### src/rtl/soh_extract_pkg.sv
package soh_extract_pkg;
  localparam int BYTE_W    = 8;
  localparam int ROWS      = 9;
  localparam int COLS_STS1 = 90;
  localparam int OH_COLS   = 3;
  localparam int MAX_N     = 3;
  localparam int COL_W     = $clog2(COLS_STS1 * MAX_N);
  localparam int ROW_W     = $clog2(ROWS);
  localparam int LFSR_W    = 7;

  typedef struct packed {
    logic [ROW_W-1:0] row;
    logic [COL_W-1:0] col;
  } pos_t;

  // keystream byte produced from a generator state, first bit in the MSB
  function automatic logic [BYTE_W-1:0] ks_byte(input logic [LFSR_W-1:0] s);
    logic [LFSR_W-1:0] st;
    logic [BYTE_W-1:0] k;
    st = s;
    for (int i = 0; i < BYTE_W; i++) begin
      k[BYTE_W-1-i] = st[LFSR_W-1];
      st = {st[LFSR_W-2:0], st[LFSR_W-1] ^ st[LFSR_W-2]};
    end
    return k;
  endfunction

  // generator state after one byte of output
  function automatic logic [LFSR_W-1:0] ks_next(input logic [LFSR_W-1:0] s);
    logic [LFSR_W-1:0] st;
    st = s;
    for (int i = 0; i < BYTE_W; i++)
      st = {st[LFSR_W-2:0], st[LFSR_W-1] ^ st[LFSR_W-2]};
    return st;
  endfunction
endpackage

### src/rtl/soh_pos_tracker.sv
module soh_pos_tracker
  import soh_extract_pkg::*;
(
  input  logic clk,
  input  logic rst_n,
  input  logic advance,
  input  logic sof,
  input  logic sts3,
  output logic synced,
  output pos_t pos
);
  localparam logic [COL_W-1:0] LEN1 = COL_W'(COLS_STS1);
  localparam logic [COL_W-1:0] LEN3 = COL_W'(COLS_STS1 * MAX_N);
  localparam logic [ROW_W-1:0] LAST_ROW = ROW_W'(ROWS - 1);

  logic             synced_q;
  pos_t             pos_q;
  logic [COL_W-1:0] row_len;

  assign row_len = sts3 ? LEN3 : LEN1;
  assign synced  = synced_q | sof;
  assign pos     = sof ? '0 : pos_q;

  always_ff @(posedge clk) begin
    if (!rst_n) begin
      synced_q <= 1'b0;
      pos_q    <= '0;
    end else if (advance) begin
      synced_q <= synced;
      if (pos.col >= row_len - COL_W'(1)) begin
        pos_q.col <= '0;
        pos_q.row <= (pos.row == LAST_ROW) ? '0 : pos.row + ROW_W'(1);
      end else begin
        pos_q.col <= pos.col + COL_W'(1);
        pos_q.row <= pos.row;
      end
    end
  end
endmodule

### src/rtl/soh_keystream.sv
module soh_keystream
  import soh_extract_pkg::*;
(
  input  logic              clk,
  input  logic              rst_n,
  input  logic              advance,
  input  logic              reseed,
  output logic [BYTE_W-1:0] key
);
  localparam logic [LFSR_W-1:0] SEED = '1;
  logic [LFSR_W-1:0] state;

  assign key = ks_byte(state);

  always_ff @(posedge clk) begin
    if (!rst_n)       state <= SEED;
    else if (advance) state <= reseed ? SEED : ks_next(state);
  end
endmodule

### src/rtl/soh_serializer.sv
module soh_serializer #(
  parameter int W = 8
) (
  input  logic         clk,
  input  logic         rst_n,
  input  logic         load,
  input  logic [W-1:0] load_data,
  input  logic         advance,
  output logic         ser_bit,
  output logic         ser_clk
);
  localparam int CW = $clog2(W + 1);
  logic [W-1:0]  sh;
  logic [CW-1:0] left;

  always_ff @(posedge clk) begin
    if (!rst_n) begin
      sh      <= '0;
      left    <= '0;
      ser_bit <= 1'b0;
      ser_clk <= 1'b0;
    end else begin
      ser_clk <= 1'b0;
      if (load) begin
        sh   <= load_data;
        left <= CW'(W);
      end else if (advance && left != '0) begin
        ser_bit <= sh[W-1];
        sh      <= sh << 1;
        left    <= left - CW'(1);
        ser_clk <= 1'b1;
      end
    end
  end
endmodule

### src/rtl/soh_extract.sv
module soh_extract
  import soh_extract_pkg::*;
(
  input  logic              clk,
  input  logic              rst_n,
  input  logic              in_valid,
  output logic              in_ready,
  input  logic [BYTE_W-1:0] in_data,
  input  logic              in_sof,
  output logic              out_valid,
  input  logic              out_ready,
  output logic [BYTE_W-1:0] out_data,
  output logic              out_sof,
  input  logic              sts3_mode,
  input  logic              descr_en,
  input  logic              ais_force,
  input  logic              ais_auto_en,
  input  logic              lof,
  input  logic              los,
  output logic              dcc_bit,
  output logic              dcc_clk,
  output logic              ow_bit,
  output logic              ow_clk,
  output logic              uc_bit,
  output logic              uc_clk
);
  localparam int DCC_BYTES = 3;
  localparam int DCC_W     = DCC_BYTES * BYTE_W;
  localparam logic [ROW_W-1:0] SOH_LAST_ROW = ROW_W'(2);

  logic              accept, synced, ais_on;
  logic              fixed_zone, is_soh;
  logic              hit_ow, hit_uc, hit_d1, hit_d2, hit_d3;
  pos_t              pos;
  logic [COL_W-1:0]  n_sts, oh_w;
  logic [BYTE_W-1:0] key, descr;
  logic [DCC_W-BYTE_W-1:0] dcc_hold;

  assign accept   = in_valid && in_ready;
  assign in_ready = !out_valid || out_ready;

  soh_pos_tracker u_pos (
    .clk(clk), .rst_n(rst_n), .advance(accept), .sof(in_sof),
    .sts3(sts3_mode), .synced(synced), .pos(pos)
  );

  assign n_sts = sts3_mode ? COL_W'(MAX_N) : COL_W'(1);
  assign oh_w  = sts3_mode ? COL_W'(OH_COLS * MAX_N) : COL_W'(OH_COLS);

  assign fixed_zone = synced && pos.row == '0 && pos.col < oh_w;
  assign is_soh     = synced && pos.row <= SOH_LAST_ROW && pos.col < oh_w;
  assign hit_ow     = synced && pos.row == ROW_W'(1) && pos.col == n_sts;
  assign hit_uc     = synced && pos.row == ROW_W'(1) && pos.col == (n_sts << 1);
  assign hit_d1     = synced && pos.row == ROW_W'(2) && pos.col == '0;
  assign hit_d2     = synced && pos.row == ROW_W'(2) && pos.col == n_sts;
  assign hit_d3     = synced && pos.row == ROW_W'(2) && pos.col == (n_sts << 1);

  soh_keystream u_ks (
    .clk(clk), .rst_n(rst_n), .advance(accept), .reseed(fixed_zone), .key(key)
  );

  assign descr  = in_data ^ ((descr_en && synced && !fixed_zone) ? key : '0);
  assign ais_on = ais_force || (ais_auto_en && (lof || los));

  always_ff @(posedge clk) begin
    if (!rst_n) begin
      out_valid <= 1'b0;
      out_data  <= '0;
      out_sof   <= 1'b0;
      dcc_hold  <= '0;
    end else begin
      if (accept) begin
        out_valid <= 1'b1;
        out_data  <= (ais_on && !is_soh) ? '1 : descr;
        out_sof   <= in_sof;
      end else if (out_ready) begin
        out_valid <= 1'b0;
      end
      if (accept && hit_d1) dcc_hold[DCC_W-BYTE_W-1 -: BYTE_W] <= descr;
      if (accept && hit_d2) dcc_hold[BYTE_W-1:0] <= descr;
    end
  end

  soh_serializer #(.W(BYTE_W)) u_ow (
    .clk(clk), .rst_n(rst_n), .load(accept && hit_ow), .load_data(descr),
    .advance(accept), .ser_bit(ow_bit), .ser_clk(ow_clk)
  );

  soh_serializer #(.W(BYTE_W)) u_uc (
    .clk(clk), .rst_n(rst_n), .load(accept && hit_uc), .load_data(descr),
    .advance(accept), .ser_bit(uc_bit), .ser_clk(uc_clk)
  );

  soh_serializer #(.W(DCC_W)) u_dcc (
    .clk(clk), .rst_n(rst_n), .load(accept && hit_d3),
    .load_data({dcc_hold, descr}), .advance(accept),
    .ser_bit(dcc_bit), .ser_clk(dcc_clk)
  );
endmodule

### config.mk
export PLATFORM = sky130hd
export DESIGN_NAME = soh_extract
export DESIGN_NICKNAME = d
export VERILOG_FILES = /design/src/rtl/soh_extract_pkg.sv /design/src/rtl/soh_pos_tracker.sv /design/src/rtl/soh_keystream.sv /design/src/rtl/soh_serializer.sv /design/src/rtl/soh_extract.sv
export SDC_FILE = /design/constraint.sdc
export NUM_CORES = 1
export LEC_CHECK = 0
export BUFFER_PORTS_ARGS = -buffer_cell sky130_fd_sc_hd__buf_4
export CAP_MARGIN = 5
export CORE_MARGIN = 2
export CORE_UTILIZATION = 34
export CTS_BUF_LIST = sky130_fd_sc_hd__clkbuf_8
export CTS_CLUSTER_DIAMETER = 120
export DETAILED_ROUTE_END_ITERATION = 12
export GPL_TIMING_DRIVEN = 0
export SLEW_MARGIN = 40
export SYNTH_ARGS = -nofsm -noshare
export SYNTH_HDL_FRONTEND = slang
export SYNTH_SLANG_ARGS = --single-unit
### constraint.sdc
create_clock -name clk -period 4.4 [get_ports clk]
set_input_delay 0.22 -clock clk [delete_from_list [all_inputs] [get_ports clk]]
set_output_delay 0.22 -clock clk [all_outputs]
set_load 0.01 [all_outputs]
Word-level counts from Yosys, hierarchy flattened
Cells that the tools add are included.
W data, S select, Z words.
{"block": "op_classes", "bitwise_logic": 14, "n_mux": 26, "n_addsub": 6, "n_eq_ne": 5, "reduce_logical": 45, "n_lt_le_gt_ge": 3}
{"op": "$mux W24", "n": 2}
{"op": "$mux W8", "n": 6}
{"op": "$mux W13", "n": 2}
{"op": "$logic_and A1 B1 Y1", "n": 24}
{"op": "$mux W4", "n": 6}
{"op": "$mux W5", "n": 2}
{"op": "$add A9 B1 Y9 const B", "n": 1}
{"op": "$eq A9 B2 Y1", "n": 1}
{"op": "$eq A9 B3 Y1", "n": 1}
{"op": "$ge A9 B9 Y1", "n": 1}
{"op": "$logic_not A9 Y1", "n": 1}
{"op": "$lt A9 B4 Y1", "n": 1}
{"op": "$mux W9", "n": 1}
{"op": "$sub A9 B1 Y9 const B", "n": 1}
{"op": "$reduce_bool A2 Y1", "n": 4}
{"op": "$reduce_bool A4 Y1", "n": 2}
{"op": "$sub A4 B1 Y4 const B", "n": 2}
{"op": "$xor A1 B1 Y1", "n": 8}
{"op": "$xor A8 B8 Y8", "n": 1}
{"op": "$mux W7", "n": 1}
{"op": "$reduce_and A2 Y1", "n": 3}
{"op": "$reduce_or A2 Y1", "n": 3}
{"op": "$mux W1", "n": 5}
{"op": "$reduce_bool A5 Y1", "n": 1}
{"op": "other kinds (12)", "n": 19}
{"block": "totals", "out_inout_bits": 17, "ff_bits": 106, "word_cells": 123, "in_bits": 19}

Logic depth before layout (Yosys ltp)
Gate-level depths: netlist (run 1).
{"block": "logic_depth", "ltp_word": 9, "mapped_depth": 12, "depth_no_buf": 10}

Modules after synthesis
From an unflattened synthesis (run 1), not the netlist that was laid out.
{"block": "unflattened", "cells_unflattened": 629, "hier_area_um2": 5803.1}
{"mod": "soh_serializer at u_dcc", "n_inst": 1, "cells_each": 170, "seq_area_each_um2": 620.6, "area_per_inst_um2": 1515.2}
{"mod": "soh_serializer at u_ow ...", "n_inst": 2, "cells_each": 77, "seq_area_each_um2": 280.3, "area_per_inst_um2": 743.2}
{"mod": "soh_extract", "n_inst": 1, "cells_each": 146, "seq_area_each_um2": 520.5, "area_per_inst_um2": 1466.4}
{"mod": "soh_pos_tracker", "n_inst": 1, "cells_each": 127, "seq_area_each_um2": 280.3, "area_per_inst_um2": 1021.0}
{"mod": "soh_keystream", "n_inst": 1, "cells_each": 32, "seq_area_each_um2": 140.1, "area_per_inst_um2": 314.1}

Least setup slack after synthesis (run 1)
Ideal clock, no wire load.
{"block": "synth_path", "kind": "input-to-reg", "from": "in in_sof", "to": "reg u_pos.pos_q[1] in the netlist's numbering", "arrival_ns": 2.312, "path_slack_ns": 2.018, "setup_ns": 0.070, "n_path_buf": 3, "t_required_ns": 4.330, "cell_stages": 10, "path_cell_list": "buf_2 > clkbuf_1 > nor2b_1 > ha_1 > o31a_1 > o22ai_1 > nand2_1 > clkbuf_1 > or3_1 > a21oi_1"}
{"block": "synth_via", "elab_chain_len": 3, "word_cells_on_any_way": 4, "classes_between": "1 x add/sub; 1 x order compare; 2 x mux"}
{"item": "start: declaration", "line": "soh_extract.sv:9", "rtl": "input logic in_sof,"}
{"item": "$mux W13 *", "line": "soh_pos_tracker.sv:22", "rtl": "assign pos = sof ? '0 : pos_q;"}
{"item": "$add A9 B1 Y9 or $ge A9 B9 Y1 (tied branches)", "line": "soh_pos_tracker.sv:34, soh_pos_tracker.sv:30"}
{"item": "$mux W13 *", "line": "soh_pos_tracker.sv:30", "rtl": "if (pos.col >= row_len - COL_W'(1)) begin"}
{"item": "end: declaration", "line": "soh_pos_tracker.sv:17", "rtl": "pos_t pos_q;"}
Every way passes the cells marked *; elsewhere a longest branch is shown, timed or not.
A chain may end at the register's enable or synchronous reset.

Worst setup path in the final report (run 1)
{"block": "layout_path", "from": "reg u_pos.pos_q[1] in the netlist's numbering", "to": "reg u_pos.pos_q[1] in the netlist's numbering"}
{"block": "layout_via", "elab_chain_len": 3, "word_cells_on_any_way": 4, "classes_between": "1 x add/sub; 1 x order compare; 2 x mux"}
{"item": "$mux W13 *", "line": "soh_pos_tracker.sv:22"}
{"item": "$add A9 B1 Y9 or $ge A9 B9 Y1 (tied branches)", "line": "soh_pos_tracker.sv:34, soh_pos_tracker.sv:30"}
{"item": "$mux W13 *", "line": "soh_pos_tracker.sv:30"}
Marks and branches as above.

==> impl_metrics.toml, run 1 <==
[pwr]
sw_frac_of_total_pct = 29.4
portion_of_total_power_attributed_to_sequential_cells_pct = 51.1
power_per_standard_cell_area_mw_per_mm2 = 345
power_share_of_the_clock_group_pct = 32.1
pwr-share-comb_pct = 16.8
irDropWorstVdd_mv = 0.150
p_total_mw = 2.00
power_leakage_nw = 2.22
cell_internal_pwr_mw = 1.42
power.switching_uw = 588

[synthesis]
yosysSeqAreaShare_pct = 41.6
synth.area.top_cells = "sky130_fd_sc_hd__dfxtp_1 42%, sky130_fd_sc_hd__nand2_1 6.5%, sky130_fd_sc_hd__nor2_1 4.5%"
synthXorXnorAreaFrac_pct = 3.41
number_of_warnings_reported_in_the_yosys_synthesis_log = 0
post_synth_inst_count = 611
yosysUniqueCellTypes = 69
yosys.area_share.adder_pct = 3.43
postSynthRegisterBits = 106
synth_top_family_by_area = "compound AO/OA/AOI/OAI gates"
postSynth.topFlopCell = "sky130_fd_sc_hd__dfxtp_1"
post_synth_instance_area_mm2 = 0.00511
post_synthesis_compound_gate_area_fraction_pct = 22.7
async_reset_ff_share_pct = 0
synthMuxAreaShare_pct = 1.57
synth_edf_count = 0
postSynthNetCount = 644
synth_area_in_simple_gates_pct = 22.1
synthesis.area_per_instance_um2 = 8.36
synth_largest_type_area_fraction_pct = 41.6
synth_top_area_cell = "sky130_fd_sc_hd__dfxtp_1"

[clock_tree]
worstSkewPairLatency_ns = 0.40
cts.clk_slew.worst_paths_ns = 0.10
ctsLongestPathBuffers = 2
cts_inserted_buffers = 9
tritoncts = "yes"
clock_tree.root_cell = "sky130_fd_sc_hd__clkbuf_8"
cts_setup_buffers = 0
hold_buffers = 0
cts-resized-gates = 0
h-tree-depth = 3
clkSinkCount = 106

[sta]
timing_hold_violations_final = 0
rsz0062_at_grt = "no"
min_period_ns = 2.68
maxClockFrequency_mhz = 374
clock_skews_ns = 0.0108
timing.final.setup_violations = 0
setup_tns_ns = 0
fin_crit_sh_pct = 60.8
slew_violations = 0
worst-slew-pin-transition_ns = 0.821
slew-limit-headroom_pct = 45.2

[floorplan]
rows = 44
io_pins = 36
fp.dieH_um = 127
die_width_um = 127
start_util_pct = 35.0
die_area_mm2 = 0.0160
fp.coreArea_mm2 = 0.0146

[flow_run]
maxCapViolCount = 0

[grt]
first_global_vias = 4507
grt_use_met2_pct = 27.6
met1_routing_resource_usage_after_global_routing_pct = 24.9
top_usage_layer = "met2"
groute.layer.met3.usage_pct = 4.01
grt_start_max_net_pins = 19
grt_first_pass_wirelength_mm = 23.0
antenna_violations_before_repair = 0
grt.total_usage_pct = 18.0
grt.overflow.total = 0

[detailed_routing]
dr.pass1.iters = 5
drc = 0
via_count = 4575
wl_per_cell_um = 16.7
vias_per_cell = 5.41
detailedRoute.firstIterationViolations = 387
finalWirelength_mm = 14.1
count_of_nets_left_with_antenna_violations_after_detail_routing = 0

[finish]
multi_input_area_mm2 = 0.00272
layout-area-overhead-vs-synth_pct = 13.7
nNetsFinal = 689
number_of_diodes = 0
drive_above_1_share_pct = 13.2
most-common-layout-cells = "106 x sky130_fd_sc_hd__dfxtp_1, 88 x sky130_fd_sc_hd__nand2_1, 61 x sky130_fd_sc_hd__nor2_1"
fill_cells = 1482
mostFrequentLayoutCell = "sky130_fd_sc_hd__dfxtp_1"
seqCellArea_mm2 = 0.00212

[critical_path]
critPathMaxFanout = 10
cpPeakStageDelay_ns = 0.45
worst_path_max_delay_cell = "sky130_fd_sc_hd__o22ai_1"
start_kind = "flip-flop"
reg2reg_from = "u_pos.pos_q[1]"
criticalPathCategory = "reg2reg"
crit_chain = "buf_2 -> nor2b_1 -> inv_1 -> ha_1 -> nand2_1 -> nor3_1 -> o22ai_1 -> nand2_1 -> clkbuf_1 -> or3_1 -> a21oi_1"
critical-path-top-cell-by-count = "sky130_fd_sc_hd__nand2_1"
worstSetupEndpoint = "u_pos.pos_q[1]"
worst_setup_path_end_kind = "flip-flop"
crit_arrival_ns = 2.99
reg2reg_depth = 11
startpoint = "u_pos.pos_q[1]"
worstReg2RegEnd = "u_pos.pos_q[1]"
ff2ff_setup_slack_ns = 1.72
worst_endpoint_required_time_ns = 4.72

[placement]
io_buffer_count = 34
gp_congestion = 0.896
place_hpwl_mm = 10.5

[min_path]
hold_class = "in2reg"

[run_status]
result_of_the_run = "finished, final reports clean"
## power groups by stage
stage | Combinational, mW | Clock, mW | Sequential (mW)
final | 0.336 | 0.644 | 1.02
after global routing | 0.369 | 0.699 | 1.03
after CTS | 0.334 | 0.660 | 1.02
after detailed placement | 0.333 | 0 | 1.05
after global placement | 0.320 | 0 | 1.04
after floorplan | 0.223 | 0 | 1.04
## Yosys cell counts, types with 10 or more instances
| master | n |
|---|---|
| sky130_fd_sc_hd__inv_1 | 25 |
| sky130_fd_sc_hd__nand3_1 | 14 |
| sky130_fd_sc_hd__nand2_1 | 88 |
| sky130_fd_sc_hd__o21a_1 | 10 |
| sky130_fd_sc_hd__ha_1 | 14 |
| sky130_fd_sc_hd__a21oi_1 | 41 |
| sky130_fd_sc_hd__a311oi_1 | 18 |
| sky130_fd_sc_hd__dfxtp_1 | 106 |
| sky130_fd_sc_hd__o21ai_0 | 14 |
| sky130_fd_sc_hd__a31oi_1 | 18 |
| sky130_fd_sc_hd__clkbuf_1 | 31 |
| sky130_fd_sc_hd__nor2_1 | 61 |
| sky130_fd_sc_hd__a211oi_1 | 16 |
## registers in the layout, summed over array words and instances (netlist names)
signal,flops
u_ow.sh,8
u_uc.sh,8
u_uc.ser_clk,1
u_pos.pos_q,13
u_ks.state,7
out_valid,1
dcc_hold,16
u_dcc.ser_clk,1
u_dcc.left,5
u_ow.ser_clk,1
out_data,8
u_dcc.sh,24
u_ow.left,4
out_sof,1
u_uc.left,4
u_pos.synced_q,1
u_ow.ser_bit,1
u_dcc.ser_bit,1
u_uc.ser_bit,1
## per-layer routing
layer	routed length, um	vias to the layer above
met5	0	-
met3	739	24
met1	6870	2167
met4	331	0
met2	6180	104
li1	-	2280
## kinds of logic after synthesis
family | after synthesis
AND/OR/NAND/NOR | 231
AO/OA/AOI/OAI | 168
flip-flops | 106
buffers and inverters | 65
XOR/XNOR | 19
adder cells (fa/ha/maj) | 14
multiplexers | 8
## metrics by stage
step,area [um^2],util [%],hold slack (ns),setup slack (ns),std cells
final,5810,39.8,0.117,1.72,845
after global routing,5810,39.8,0.118,1.52,845
after CTS,5800,39.8,0.102,1.77,845
after detailed placement,5590,38.3,0.461,1.50,829
after global placement,5590,38.3,0.452,1.48,829
after floorplan,5110,-,0.349,2.02,611
## critical path: cells and delay by family, from the launching register on
kind,cells,cell delay (ns)
simple gates,5,0.98
compound gates,2,0.61
buf+inv,3,0.51
fa+ha+maj,1,0.20
flops,1,0.31
## cell type report
type / instances / area share [%]
buffer: 40 / 3.00
clock buffer: 10 / 2.37
clock inverter: 6 / 1.23
inverter: 25 / 1.62
multi-input combinational: 440 / 46.9
sequential: 106 / 36.6
tap: 184 / 3.97
timing repair buffer: 34 / 4.40
## worst min-delay path by stage
stage / startpoint / end / cells after the start
floorplan: in_valid / out_valid / 2
global placement: u_dcc.ser_bit / u_dcc.ser_bit / 2
detailed placement: u_dcc.ser_bit / u_dcc.ser_bit / 2
CTS: in_valid / out_valid / 3
global route: in_valid / out_valid / 3
finish: in_valid / out_valid / 3
(Power assumes the default switching activity.)
==> inputs of run 2 (changes only) <==
- ABC_AREA: default -> 1
- clock period: 4.4 -> 2.59 ns (I/O delays scaled with it)
==> impl_metrics.toml, run 2 <==
[run_status]
result_of_the_run = "finished, final reports clean"

[critical_path]
worst_setup_path_end_kind = "flip-flop"
critPathMaxFanout = 9
worstReg2RegEnd = "u_pos.pos_q[8]"
reg2reg_from = "u_pos.pos_q[4]"
start_kind = "flip-flop"
crit_arrival_ns = 2.62
criticalPathCategory = "reg2reg"
worst_endpoint_required_time_ns = 2.91
ff2ff_setup_slack_ns = 0.29
reg2reg_depth = 12

[finish]
number_of_diodes = 0
drive_above_1_share_pct = 13.5
mostFrequentLayoutCell = "sky130_fd_sc_hd__nand2_1"
finalNonFillerCells = 1106
nNetsFinal = 914
seqCellArea_mm2 = 0.00212
max_reg_flops = 24
reg.largest.list = "u_dcc.sh x24, dcc_hold x16, u_pos.pos_q x13"
fill_cells = 1748
most-common-layout-cells = "235 x sky130_fd_sc_hd__nand2_1, 135 x sky130_fd_sc_hd__inv_1, 106 x sky130_fd_sc_hd__dfxtp_1"
largest-register = "u_dcc.sh"
layout-area-overhead-vs-synth_pct = 12.8
multi_input_area_mm2 = 0.00280

[detailed_routing]
count_of_nets_left_with_antenna_violations_after_detail_routing = 0
drc = 0
via_count = 5051
detailedRoute.firstIterationViolations = 318
dr.pass1.iters = 4
wl_per_cell_um = 12.4
vias_per_cell = 4.57
finalWirelength_mm = 13.7

[sta]
min_period_ns = 2.30
worst-slew-pin-transition_ns = 0.689
rsz0062_at_grt = "no"
timing_hold_violations_final = 0
timing.final.setup_violations = 0
setup_tns_ns = 0
fin_crit_sh_pct = 88.9
fin_ws_ns = 0.288
slew-limit-headroom_pct = 54.1
maxClockFrequency_mhz = 434
slew_violations = 0
clock_skews_ns = 0.0166

[synthesis]
synth_top_area_cell = "sky130_fd_sc_hd__dfxtp_1"
synthesis.area_per_instance_um2 = 6.75
async_reset_ff_share_pct = 0
postSynthRegisterBits = 106
synth_edf_count = 0
number_of_warnings_reported_in_the_yosys_synthesis_log = 0
post_synth_instance_area_mm2 = 0.00564
yosysSeqAreaShare_pct = 37.6
postSynth.topFlopCell = "sky130_fd_sc_hd__dfxtp_1"
post_synth_inst_count = 835
synth_largest_type_area_fraction_pct = 37.6
yosysMostFrequentCell = "sky130_fd_sc_hd__nand2_1"
postSynthNetCount = 868
yosysUniqueCellTypes = 40
synthTopCellsByCount = "235 x sky130_fd_sc_hd__nand2_1, 134 x sky130_fd_sc_hd__inv_1, 106 x sky130_fd_sc_hd__dfxtp_1"
synth.area.top_cells = "sky130_fd_sc_hd__dfxtp_1 38%, sky130_fd_sc_hd__nand2_1 16%, sky130_fd_sc_hd__inv_1 8.9%"

[pwr]
irDropWorstVdd_mv = 0.271
power_leakage_nw = 3.02
power_per_standard_cell_area_mw_per_mm2 = 618
p_total_mw = 3.93

[min_path]
worst_hold_path.endpoint = "out_valid"
hold_class = "in2reg"
worst_hold_startpoint = "out_ready"
min_delay_path_depth = 4

[clock_tree]
cts_inserted_buffers = 9
worstSkewPairLatency_ns = 0.40
cts_setup_buffers = 0
clkSinkCount = 106
clock_tree.root_cell = "sky130_fd_sc_hd__clkbuf_8"
h-tree-depth = 3
cts-resized-gates = 0
tritoncts = "yes"
hold_buffers = 0
cts.clk_slew.worst_paths_ns = 0.11
ctsLongestPathBuffers = 2

[placement]
place_hpwl_mm = 10.1
place_inst = 1090
preCtsSetupSlack_ns = 0.281
io_buffer_count = 35
gp_congestion = 0.798

[grt]
grt_first_pass_wirelength_mm = 22.9
grt_start_max_net_pins = 20
grt.total_usage_pct = 16.2
grt.overflow.total = 0
first_global_vias = 4558
antenna_violations_before_repair = 0

[floorplan]
fp.coreArea_mm2 = 0.0164
die_width_um = 133
io_pins = 36
rows = 47
start_util_pct = 34.4
die_area_mm2 = 0.0176
fp.dieH_um = 133

[flow_run]
maxCapViolCount = 0
run 2: cell types whose count changed after synthesis, sizes merged, moves of 9 or more:
cell	delta
a21oi	+37
o211ai	+14
inv	+118
nand2	+158
a211oi	-15
a311oi	-18
clkbuf	-17
nand3	+45
o21ai	+17
o21a	-10
a31oi	-16
o22ai	-9
buf	+10
run 2: final cells by class:
class / count / area share, %
flip-flops and latches: 106 / 33.3
repair buffers: 35 / 4.13
well taps: 220 / 4.32
plain buffers: 33 / 2.81
multi-input cells: 553 / 44.0
inverters: 143 / 8.43
clock inverters: 7 / 0.983
clock buffers: 9 / 1.95
run 2: worst max path at each step:
stage                         from        endpoint  slack [ns]  cells after the start
floorplan           u_pos.pos_q[4]  u_pos.pos_q[2]        0.75                     12
global placement            in_sof  u_pos.pos_q[6]        0.26                     13
detailed placement          in_sof  u_pos.pos_q[6]        0.28                     13
CTS                 u_pos.pos_q[4]  u_pos.pos_q[6]        0.27                     12
global route        u_pos.pos_q[4]  u_pos.pos_q[3]        0.08                     12
finish              u_pos.pos_q[4]  u_pos.pos_q[8]        0.29                     12
run 2: worst max-delay path, cell delays in order, from the launching register on:
cell,delay (ns)
sky130_fd_sc_hd__dfxtp_1,0.38
sky130_fd_sc_hd__inv_1,0.07
sky130_fd_sc_hd__nor2_1,0.29
sky130_fd_sc_hd__ha_1,0.31
sky130_fd_sc_hd__nand2_1,0.07
sky130_fd_sc_hd__nor2_1,0.04
sky130_fd_sc_hd__nand3_1,0.07
sky130_fd_sc_hd__nand3_1,0.07
sky130_fd_sc_hd__nand2_1,0.14
sky130_fd_sc_hd__nand3_2,0.15
sky130_fd_sc_hd__nor2_2,0.37
sky130_fd_sc_hd__nand3_1,0.13
sky130_fd_sc_hd__a21oi_1,0.14
run 2: logic make-up (layout without fill, tap and decap cells):
group,after synthesis,in the layout,synth area share (%)
AND/OR/NAND/NOR,399,399,32.5
buffers and inverters,176,227,12.7
AO/OA/AOI/OAI,129,129,12.4
adder cells (fa/ha/maj),14,14,3.11
XOR/XNOR,11,11,1.71
flip-flops,106,106,37.6
run 2: metal layers:
layer	GRT usage, %	wire length, um
met5	0	0
met4	3.35	109
met2	26.6	6380
met3	3.91	401
met1	21.7	6840
run 2: power breakdown:
part	total (mW)	switching (mW)	leakage [nW]	internal (mW)
clock	1.01	0.645	0.0952	0.369
combinational	1.10	0.719	2.06	0.377
sequential	1.82	0.0734	0.860	1.75
total	3.93	1.44	3.02	2.49
run 2: through the flow:
stage | hold slack, ns | area [um^2] | utilization (%)
final | 0.0561 | 6360 | 38.8
after global routing | 0.0754 | 6360 | 38.8
after CTS | 0.0377 | 6360 | 38.8
after detailed placement | 0.456 | 6180 | 37.7
after global placement | 0.450 | 6180 | 37.7
after floorplan | 0.312 | 5640 | -
==> inputs of run 3 (changes only) <==
- ABC_AREA: 1 -> default
==> impl_metrics.toml, run 3 (same netlist as run 1, synthesis figures left out) <==
[pwr]
p_total_mw = 3.41
power_leakage_nw = 2.23
irDropWorstVdd_mv = 0.254
power_per_standard_cell_area_mw_per_mm2 = 584

[sta]
rsz0062_at_grt = "yes"
min_period_ns = 2.50
timing.final.setup_violations = 0
fin_ws_ns = 0.0895
worst-slew-pin-transition_ns = 0.797
clock_skews_ns = 0.0114
setup_tns_ns = 0
timing_hold_violations_final = 0
fin_crit_sh_pct = 96.5
maxClockFrequency_mhz = 400
slew-limit-headroom_pct = 46.8
slew_violations = 0
worst_hold_slack_ns = 0.0293

[finish]
layout-area-overhead-vs-synth_pct = 14.1
nNetsFinal = 688
number_of_diodes = 0
finalNonFillerCells = 844
drive_above_1_share_pct = 13.9
reg.largest.list = "u_dcc.sh x24, dcc_hold x16, u_pos.pos_q x13"
mostFrequentLayoutCell = "sky130_fd_sc_hd__dfxtp_1"
largest-register = "u_dcc.sh"
most-common-layout-cells = "106 x sky130_fd_sc_hd__dfxtp_1, 88 x sky130_fd_sc_hd__nand2_1, 60 x sky130_fd_sc_hd__nor2_1"
max_reg_flops = 24

[critical_path]
crit_chain = "nor2b_2 -> ha_1 -> a311oi_1 -> a211o_1 -> nand2_1 -> clkbuf_1 -> or3_1 -> a21oi_1"
cell_class_contributing_the_biggest_share_of_worst_path_delay = "compound AO/OA/AOI/OAI gates"
crit_arrival_ns = 2.82
start_kind = "flip-flop"
worst_setup_path_end_kind = "flip-flop"
reg2reg_from = "u_pos.pos_q[2]"
critPathMaxFanout = 10
critPathBufInv = 1
worstReg2RegEnd = "u_pos.pos_q[1]"
criticalPathCategory = "reg2reg"
worst_path_max_delay_cell = "sky130_fd_sc_hd__dfxtp_1"
ff2ff_setup_slack_ns = 0.09
worst_endpoint_required_time_ns = 2.91
cpPeakStageDelay_ns = 0.45
reg2reg_depth = 8

[grt]
grt.overflow.total = 0
grt.total_usage_pct = 18.0
top_usage_layer = "met2"
groute.layer.met3.usage_pct = 4.01
grt_start_max_net_pins = 19
grt_first_pass_wirelength_mm = 23.0
met1_routing_resource_usage_after_global_routing_pct = 24.9
first_global_vias = 4506
antenna_violations_before_repair = 0
grt_use_met2_pct = 27.7

[clock_tree]
worstSkewPairLatency_ns = 0.40
tritoncts = "yes"
hold_buffers = 0
clock_tree.root_cell = "sky130_fd_sc_hd__clkbuf_8"
ctsLongestPathBuffers = 2
cts.clk_slew.worst_paths_ns = 0.10
cts_inserted_buffers = 9
clkSinkCount = 106
h-tree-depth = 3

[detailed_routing]
count_of_nets_left_with_antenna_violations_after_detail_routing = 0
vias_per_cell = 5.46
finalWirelength_mm = 14.2
via_count = 4609
detailedRoute.firstIterationViolations = 296
drc = 0
wl_per_cell_um = 16.9
dr.pass1.iters = 5

[placement]
io_buffer_count = 34
place_inst = 829
place_hpwl_mm = 10.5
gp_congestion = 0.896
preCtsSetupSlack_ns = -0.221

[floorplan]
io_pins = 36
fp.dieH_um = 127
fp.coreArea_mm2 = 0.0146
die_area_mm2 = 0.0160
die_width_um = 127
rows = 44
start_util_pct = 35.0

[min_path]
min_delay_path_depth = 3
hold_class = "in2reg"
worst_hold_startpoint = "in_valid"
worst_hold_path.endpoint = "out_valid"

[flow_run]
maxCapViolCount = 0

[run_status]
result_of_the_run = "finished, final reports clean"
==> run 3: cell types whose count changed in the layout (fill, tap and decap cells not counted), sizes merged, moves of 10 or more <==
cell / previous run / this run
a211oi: 1 / 16
nand2: 246 / 88
a21oi: 78 / 41
o21ai: 33 / 16
o21a: 0 / 10
o211ai: 14 / 0
a311oi: 0 / 18
nand3: 59 / 14
a31oi: 2 / 18
buf: 54 / 43
inv: 148 / 28
clkbuf: 23 / 40
==> run 3: timing repair <==
| item | CTS | global route |
|---|---|---|
| setup endpoints to repair | 1 | 20 |
| buffers inserted | 0 | 0 |
| pin swaps | 0 | 1 |
| resized for setup | 1 | 6 |
==> run 3: per-layer routing <==
| layer | up-vias | wire, um |
|---|---|---|
| li1 | 2278 | - |
| met2 | 124 | 6260 |
| met5 | - | 0 |
| met3 | 28 | 741 |
| met4 | 0 | 346 |
| met1 | 2179 | 6890 |
==> run 3: worst max path at each step <==
| stage | to | depth (start not counted) | start | slack [ns] |
|---|---|---|---|---|
| finish | u_pos.pos_q[1] | 8 | u_pos.pos_q[2] | 0.09 |
| global route | u_pos.pos_q[1] | 8 | u_pos.pos_q[6] | -0.02 |
| CTS | u_pos.pos_q[1] | 8 | u_pos.pos_q[2] | 0.10 |
| detailed placement | u_pos.pos_q[1] | 10 | in_sof | -0.22 |
| global placement | u_pos.pos_q[1] | 10 | in_sof | -0.24 |
| floorplan | u_pos.pos_q[1] | 10 | in_sof | 0.30 |
==> run 3: where the power goes <==
group	leakage (nW)	switching (mW)	internal (mW)
Clock	0.105	0.608	0.485
Combinational	1.27	0.342	0.231
Sequential	0.858	0.0490	1.69
Total	2.23	1.00	2.41
==> run 3: stage by stage <==
step / area [um^2] / utilization (%)
final: 5830 / 39.9
after global routing: 5830 / 39.9
after CTS: 5810 / 39.8
after detailed placement: 5590 / 38.3
after global placement: 5590 / 38.3
after floorplan: 5110 / -
==> run 3: layout make-up <==
class	instances	area, um^2
clock buffers	10	138
plain buffers	39	171
flip-flops and latches	106	2120
repair buffers	34	255
multi-input cells	440	2750
clock inverters	6	71.3
fillers	1477	8760
well taps	184	230
inverters	25	93.8
==> run 3: worst min-delay path, delay by kind of cell <==
family | cells | cell delay [ns]
buf+inv | 2 | 0.20
compound gates | 1 | 0.06
